[src/rtl/ofsclp_pkg.sv]
// Package: shared types for the offset-add and clip unit.
// Assumes: the offset magnitude limit is below the raw full scale, so a
// sum can overflow on at most one side at a time.
package ofsclp_pkg;

    // Range class of a raw+offset sum relative to the nominal code range
    typedef enum logic [1:0] {
        RNG_IN   = 2'd0,
        RNG_LOW  = 2'd1,
        RNG_HIGH = 2'd2
    } rng_cls_t;

endpackage

[src/rtl/ofsclp_ofs_reg.sv]
// Module: ofsclp_ofs_reg
// Validates and stores the programmable offset. A word is accepted only if
// its upper bits are zero and its signed field lies within +/-OFS_LIMIT.
// Refused words keep the old value and raise a one-cycle error pulse.
// Assumes: OFS_LIMIT < 2**(OFS_W-1).
module ofsclp_ofs_reg #(
    parameter int OFS_W     = 10,
    parameter int WORD_W    = 13,
    parameter int OFS_LIMIT = 327
) (
    input  logic                    clk,
    input  logic                    rst_n,
    input  logic                    wr_en,
    input  logic [WORD_W-1:0]       wr_word,
    output logic signed [OFS_W-1:0] ofs_q,
    output logic                    wr_err
);

    localparam int HI_W = WORD_W - OFS_W;

    logic signed [OFS_W-1:0] field;
    logic                    hi_clear;
    logic                    in_range;
    logic                    accept;

    // Decode the write word and judge whether it is legal
    always_comb begin
        field    = $signed(wr_word[OFS_W-1:0]);
        hi_clear = (wr_word[WORD_W-1:OFS_W] == '0);
        in_range = (int'(field) >= -OFS_LIMIT) && (int'(field) <= OFS_LIMIT);
        accept   = hi_clear && in_range;
    end

    // Offset storage: updated only by an accepted write
    always_ff @(posedge clk) begin
        if (!rst_n) begin
            ofs_q <= '0;
        end else if (wr_en && accept) begin
            ofs_q <= field;
        end
    end

    // Error pulse for a refused write
    always_ff @(posedge clk) begin
        if (!rst_n) begin
            wr_err <= 1'b0;
        end else begin
            wr_err <= wr_en && !accept;
        end
    end

    // a write flagged as an error leaves the stored offset unchanged
    a_r4_keep_on_reject: assert property (@(posedge clk) disable iff (!rst_n)
        wr_err |-> $stable(ofs_q));

    // an error pulse only follows a write strobe
    a_r4_err_needs_write: assert property (@(posedge clk) disable iff (!rst_n)
        wr_err |-> $past(wr_en));

    // the stored offset never leaves the legal window
    a_r3_ofs_window: assert property (@(posedge clk) disable iff (!rst_n)
        (int'(ofs_q) >= -OFS_LIMIT) && (int'(ofs_q) <= OFS_LIMIT));

    // upper bits set never lead to an offset change
    a_r3_hi_bits_refused: assert property (@(posedge clk) disable iff (!rst_n)
        (wr_en && (wr_word[WORD_W-1:OFS_W] != '0)) |=> $stable(ofs_q));

    // Unused-width guard: keeps HI_W referenced for readers
    initial begin
        assert (HI_W > 0) else $error("write word must be wider than the offset field");
    end

endmodule

[src/rtl/ofsclp_adder.sv]
// Module: ofsclp_adder
// Adds the unsigned raw code and the signed offset in a width that cannot
// overflow, and classifies the sum against the nominal code range.
// Assumes: |offset| < 2**RAW_W, so bit RAW_W of a non-negative sum marks
// "above full scale" and the top bit marks "below zero".
module ofsclp_adder
    import ofsclp_pkg::*;
#(
    parameter int RAW_W = 12,
    parameter int OFS_W = 10
) (
    input  logic [RAW_W-1:0]        raw_code,
    input  logic signed [OFS_W-1:0] ofs,
    output logic [RAW_W:0]          sum_lo,
    output rng_cls_t                cls
);

    localparam int SUM_W = RAW_W + 2;

    logic signed [SUM_W-1:0] raw_ext;
    logic signed [SUM_W-1:0] ofs_ext;
    logic signed [SUM_W-1:0] sum;

    // Extend both operands and form the exact sum
    always_comb begin
        raw_ext = $signed({2'b00, raw_code});
        ofs_ext = $signed({{(SUM_W-OFS_W){ofs[OFS_W-1]}}, ofs});
        sum     = raw_ext + ofs_ext;
    end

    // Classify the sum: negative, beyond full scale, or nominal
    always_comb begin
        if (sum[SUM_W-1]) begin
            cls = RNG_LOW;
        end else if (sum[RAW_W]) begin
            cls = RNG_HIGH;
        end else begin
            cls = RNG_IN;
        end
        sum_lo = sum[RAW_W:0];
    end

endmodule

[src/rtl/ofsclp_shaper.sv]
// Module: ofsclp_shaper
// Forms the output word from the sum. In clip mode it saturates to the
// nominal range and sets the top bit as a range flag; otherwise it passes
// the sum modulo 2**(RAW_W+1).
// Assumes: cls is consistent with sum_lo as produced by ofsclp_adder.
module ofsclp_shaper
    import ofsclp_pkg::*;
#(
    parameter int RAW_W = 12
) (
    input  logic [RAW_W:0] sum_lo,
    input  rng_cls_t       cls,
    input  logic           clip_en,
    output logic [RAW_W:0] shaped
);

    // Select saturated or extended form of the sum
    always_comb begin
        if (clip_en) begin
            unique case (cls)
                RNG_LOW:  shaped = {1'b1, {RAW_W{1'b0}}};
                RNG_HIGH: shaped = {1'b1, {RAW_W{1'b1}}};
                default:  shaped = {1'b0, sum_lo[RAW_W-1:0]};
            endcase
        end else begin
            shaped = sum_lo;
        end
    end

endmodule

[src/rtl/ofsclp_top.sv]
// Module: ofsclp_top
// Offset-add and overrange clip unit. Each conversion strobe captures the
// shaped (raw + offset) word into the output register one cycle later,
// together with a one-cycle valid strobe. The offset is held in a
// validated register that resets to zero.
// Assumes: conv_done is a single-cycle strobe per conversion; clip_en is
// meaningful only in that cycle.
module ofsclp_top #(
    parameter int RAW_W     = 12,
    parameter int OFS_W     = 10,
    parameter int WORD_W    = 13,
    parameter int OFS_LIMIT = 327
) (
    input  logic              clk,
    input  logic              rst_n,
    input  logic              wr_en,
    input  logic [WORD_W-1:0] wr_word,
    input  logic              conv_done,
    input  logic [RAW_W-1:0]  raw_code,
    input  logic              clip_en,
    output logic [RAW_W:0]    result,
    output logic              result_vld,
    output logic              wr_err
);

    import ofsclp_pkg::*;

    localparam int OUT_W = RAW_W + 1;

    logic signed [OFS_W-1:0] ofs_q;
    logic [RAW_W:0]          sum_lo;
    rng_cls_t                cls;
    logic [OUT_W-1:0]        shaped;

    ofsclp_ofs_reg #(
        .OFS_W    (OFS_W),
        .WORD_W   (WORD_W),
        .OFS_LIMIT(OFS_LIMIT)
    ) ofs_reg_i (
        .clk    (clk),
        .rst_n  (rst_n),
        .wr_en  (wr_en),
        .wr_word(wr_word),
        .ofs_q  (ofs_q),
        .wr_err (wr_err)
    );

    ofsclp_adder #(
        .RAW_W(RAW_W),
        .OFS_W(OFS_W)
    ) adder_i (
        .raw_code(raw_code),
        .ofs     (ofs_q),
        .sum_lo  (sum_lo),
        .cls     (cls)
    );

    ofsclp_shaper #(
        .RAW_W(RAW_W)
    ) shaper_i (
        .sum_lo (sum_lo),
        .cls    (cls),
        .clip_en(clip_en),
        .shaped (shaped)
    );

    // Output register: capture the shaped word on each conversion strobe
    always_ff @(posedge clk) begin
        if (!rst_n) begin
            result <= '0;
        end else if (conv_done) begin
            result <= shaped;
        end
    end

    // Valid strobe: one cycle after each conversion strobe
    always_ff @(posedge clk) begin
        if (!rst_n) begin
            result_vld <= 1'b0;
        end else begin
            result_vld <= conv_done;
        end
    end

    // every conversion strobe yields a valid strobe on the next cycle
    a_r2_vld_follows: assert property (@(posedge clk) disable iff (!rst_n)
        conv_done |=> result_vld);

    // no valid strobe without a conversion in the cycle before
    a_r2_vld_single: assert property (@(posedge clk) disable iff (!rst_n)
        !conv_done |=> !result_vld);

    // the output holds between conversions
    a_r8_hold: assert property (@(posedge clk) disable iff (!rst_n)
        !conv_done |=> $stable(result));

    // in clip mode a flagged word carries only the all-zero or all-one code
    a_r6_clip_shape: assert property (@(posedge clk) disable iff (!rst_n)
        (result_vld && $past(clip_en) && result[OUT_W-1])
            |-> ((result[RAW_W-1:0] == '0) || (&result[RAW_W-1:0])));

    // in clip mode a nominal raw code with zero offset passes unchanged
    a_r5_zero_ofs_pass: assert property (@(posedge clk) disable iff (!rst_n)
        (conv_done && clip_en && (ofs_q == '0)) |=> (result == {1'b0, $past(raw_code)}));

endmodule

[config.mk]
export PLATFORM = sky130hd
export DESIGN_NAME = ofsclp_top
export DESIGN_NICKNAME = d
export VERILOG_FILES = /design/src/rtl/ofsclp_pkg.sv /design/src/rtl/ofsclp_ofs_reg.sv /design/src/rtl/ofsclp_adder.sv /design/src/rtl/ofsclp_shaper.sv /design/src/rtl/ofsclp_top.sv
export SDC_FILE = /design/constraint.sdc
export NUM_CORES = 1
export LEC_CHECK = 0
export ABC_AREA = 1
export BUFFER_PORTS_ARGS = -buffer_cell sky130_fd_sc_hd__clkbuf_2
export CAP_MARGIN = 30
export CORE_ASPECT_RATIO = 1.4
export CORE_MARGIN = 2
export CORE_UTILIZATION = 54
export DETAILED_ROUTE_END_ITERATION = 8
export PLACE_DENSITY_LB_ADDON = 0.05
export SLEW_MARGIN = 0
export SYNTH_ARGS = -nofsm -noshare
export SYNTH_HDL_FRONTEND = slang
export SYNTH_SLANG_ARGS = --single-unit
[constraint.sdc]
create_clock -name clk -period 2.7 [get_ports clk]
set_clock_uncertainty 0.05 [all_clocks]
set_input_delay 0.27 -clock clk [delete_from_list [all_inputs] [get_ports clk]]
set_output_delay 0.27 -clock clk [all_outputs]
set_load 0.005 [all_outputs]
==> flow_summary.ini <==
[global_routing]
grt_max_degree = 24
grtUsageTotal_pct = 23.52
antenna_found_initial = 0
overflow = 0
grt_first_pass_wirelength_um = 7272
grt_pass1_vias = 1852

[route]
first_pass_iters = 4
vias_per_cell = 5.039
drtIter0Drc = 47
wl_um = 4207
drc = 0
wl_per_cell_um = 10.81
ant_nets = 0
vias = 1960

[power_and_ir_drop]
p_int_uw = 584.0
seqPwrFrac_pct = 47.9
p_comb_share_pct = 25.3
p_leak_nw = 1.269
p_sw_share_pct = 30.72
p_per_area_mw_per_mm2 = 378.9
pwr-share-clk_pct = 26.8
ir_drop_v = 0.0004091
p_switching_uw = 259.0

[cells_and_area]
syn2layout_area_growth_pct = 14.93
antenna_cells = 0
fin_util_pct = 65.25
layout-drive-gt1-share_pct = 19.48
final_net_count = 394

[worst_setup_path]
crit-reg2reg-launch = ofs_reg_i.ofs_q[9]$_SDFFE_PN0P_
startpoint_type = flip-flop
crit_start = ofs_reg_i.ofs_q[9]$_SDFFE_PN0P_
worstPathMaxFanout = 10
cp_data_arrival_time_ns = 2.25
worstSetupPathType = flip-flop to flip-flop
end_kind = flip-flop
required_ns = 2.81

[synthesis]
syn_inst = 308
synth_area_mm2 = 0.001936
synth_cell_types = 28
avgSynthCellArea_um2 = 6.284
synth_area_leaders = dfxtp_1, nand2_1, inv_1, ha_1, nand3_1
synth_flop_cell = dfxtp_1
syn_nets = 352
yosys.area.top_type = dfxtp_1
yosysWarnings = 0
synth_common_cells = nand2_1, inv_1, nor2_1, nand3_1, dfxtp_1
synthArstFlopShare_pct = 0
synth_seq_cells = 25
synth_top_area_share_pct = 25.86
seq_area_frac_synth_pct = 25.86
synth_edf_count = 0
synth.most_common_cell = nand2_1

[placed_design]
io_buffers = 44
place_congestion = 0.8467
dp_hpwl_um = 3483
pre_cts_ws_ns = 0.5174

[clock_network]
clockBufferDepth = 2
clkLatencyLatePin_ns = 0.27
cts_num_sinks = 25
cts_tree = yes
postCtsSetupBuffers = 0
path_clk_slew_ns = 0.09
ctsResizeCount = 0
hold_buffers = 0
cts-htree-levels = 1
cts_root_buf = clkbuf_8
cts_buffers = 3

[timing]
setup_tns_ns = 0
slew_viol_final = 0
hold_viol_final = 0
fmax_mhz = 468.9
fin_ws_ns = 0.5673
hold_ws_ns = 0.2860
setup_viol = 0
min_period_ns = 2.133
relSlewSlack_pct = 74.26
period_share_pct = 78.99
rsz0062_at_grt = false
worst_pin_slew_ns = 0.3851

[flow_run]
cap_violations = 0

[floorplan]
initial_core_util_pct = 56.77
dieArea_mm2 = 0.004086
core_area_mm2 = 0.003410
fp.dieW_um = 54.60
chipHeight_um = 74.84
rows = 25
io_pins = 45

[hold_path]
min_path_type = primary input to flip-flop
min_from = wr_word[2]

[status]
status = completed
metal layers:
metal  part of all wire, %  global-route usage [%]  up-vias
met4                   1.9                   8.056        0
li1                      -                       -     1067
met2                    52                   44.18       38
met3                   3.4                   3.770        8
met5                     0                       0        -
met1                    42                   25.50      847
worst max-delay path, stage by stage (launching register included):
cell     delay (ns)
dfxtp_1        0.52
ha_1           0.34
inv_1          0.12
nor2_1         0.05
a21oi_1        0.25
nand4_1        0.19
nand3_4        0.17
nor2_2         0.06
nor2_4         0.18
a21oi_1        0.09
cells in the final DEF (no fill, tap or decap):
cell type	count
nand2_1	80
inv_1	52
clkbuf_2	44
nor2_1	29
nand3_1	28
dfxtp_1	25
a21oi_1	16
nand4_1	15
o21ai_0	13
ha_1	13
nand2_2	6
xor2_1	5
inv_2	3
clkbuf_8	3
a21oi_2	2
nor3_2	2
nor4_2	1
nor3_1	1
a21oi_4	1
nand3b_1	1
nand3_2	1
nand3_4	1
nor2_2	1
nor2_4	1
and2_1	1
xnor2_1	1
fa_1	1
clkinvlp_4	1
buf_4	1
layout make-up:
class                           count  area, um2
Multi-Input combinational cell    220       1191
Fill cell                         353       1185
Clock buffer                        3      41.29
Timing Repair Buffer               45      227.7
Inverter                           55      206.4
Clock inverter                      1      7.507
Sequential cell                    25      500.5
Tap cell                           40      50.05
worst paths after layout:
path / slack (ns) / cells after the start / to
worst max-delay path: 0.57 / 9 / result[4]$_SDFFE_PN0P_
worst min-delay path: 0.29 / 5 / ofs_reg_i.ofs_q[2]$_SDFFE_PN0P_
worst max register to register: 0.57 / 9 / result[4]$_SDFFE_PN0P_
worst min register to register: 0.47 / 4 / ofs_reg_i.ofs_q[5]$_SDFFE_PN0P_
power groups by stage:
| stage | Sequential, mW | Clock (mW) | Combinational, mW |
|---|---|---|---|
| 6_report | 0.404 | 0.226 | 0.214 |
| 5_1_grt | 0.406 | 0.241 | 0.248 |
| 4_1_cts | 0.404 | 0.228 | 0.216 |
| 3_5_place_dp | 0.412 | 0 | 0.215 |
| 3_3_place_gp | 0.411 | 0 | 0.213 |
| 2_1_floorplan | 0.413 | 0 | 0.141 |
through the flow:
step / area [um2] / power [mW] / cells
after floorplan: 1936 / 0.5539 / 308
final: 2225 / 0.8430 / 389
after global placement: 2176 / 0.6246 / 385
after CTS: 2225 / 0.8477 / 389
after global routing: 2225 / 0.8949 / 389
after detailed placement: 2176 / 0.6268 / 385
kinds of logic after synthesis:
kind of cell / count (synthesis) / synth area share, %
flip-flops: 25 / 25.86
XOR/XNOR: 6 / 2.715
adder cells (fa/ha/maj): 14 / 9.438
buffers and inverters: 63 / 12.61
AND/OR/NAND/NOR: 168 / 40.14
AO/OA/AOI/OAI: 32 / 9.244
registers in the layout (all words and copies together), names as in the netlist:
name / flops
ofs_reg_i.wr_err: 1
result: 13
ofs_reg_i.ofs_q: 10
result_vld: 1
(Power assumes the default switching activity.)
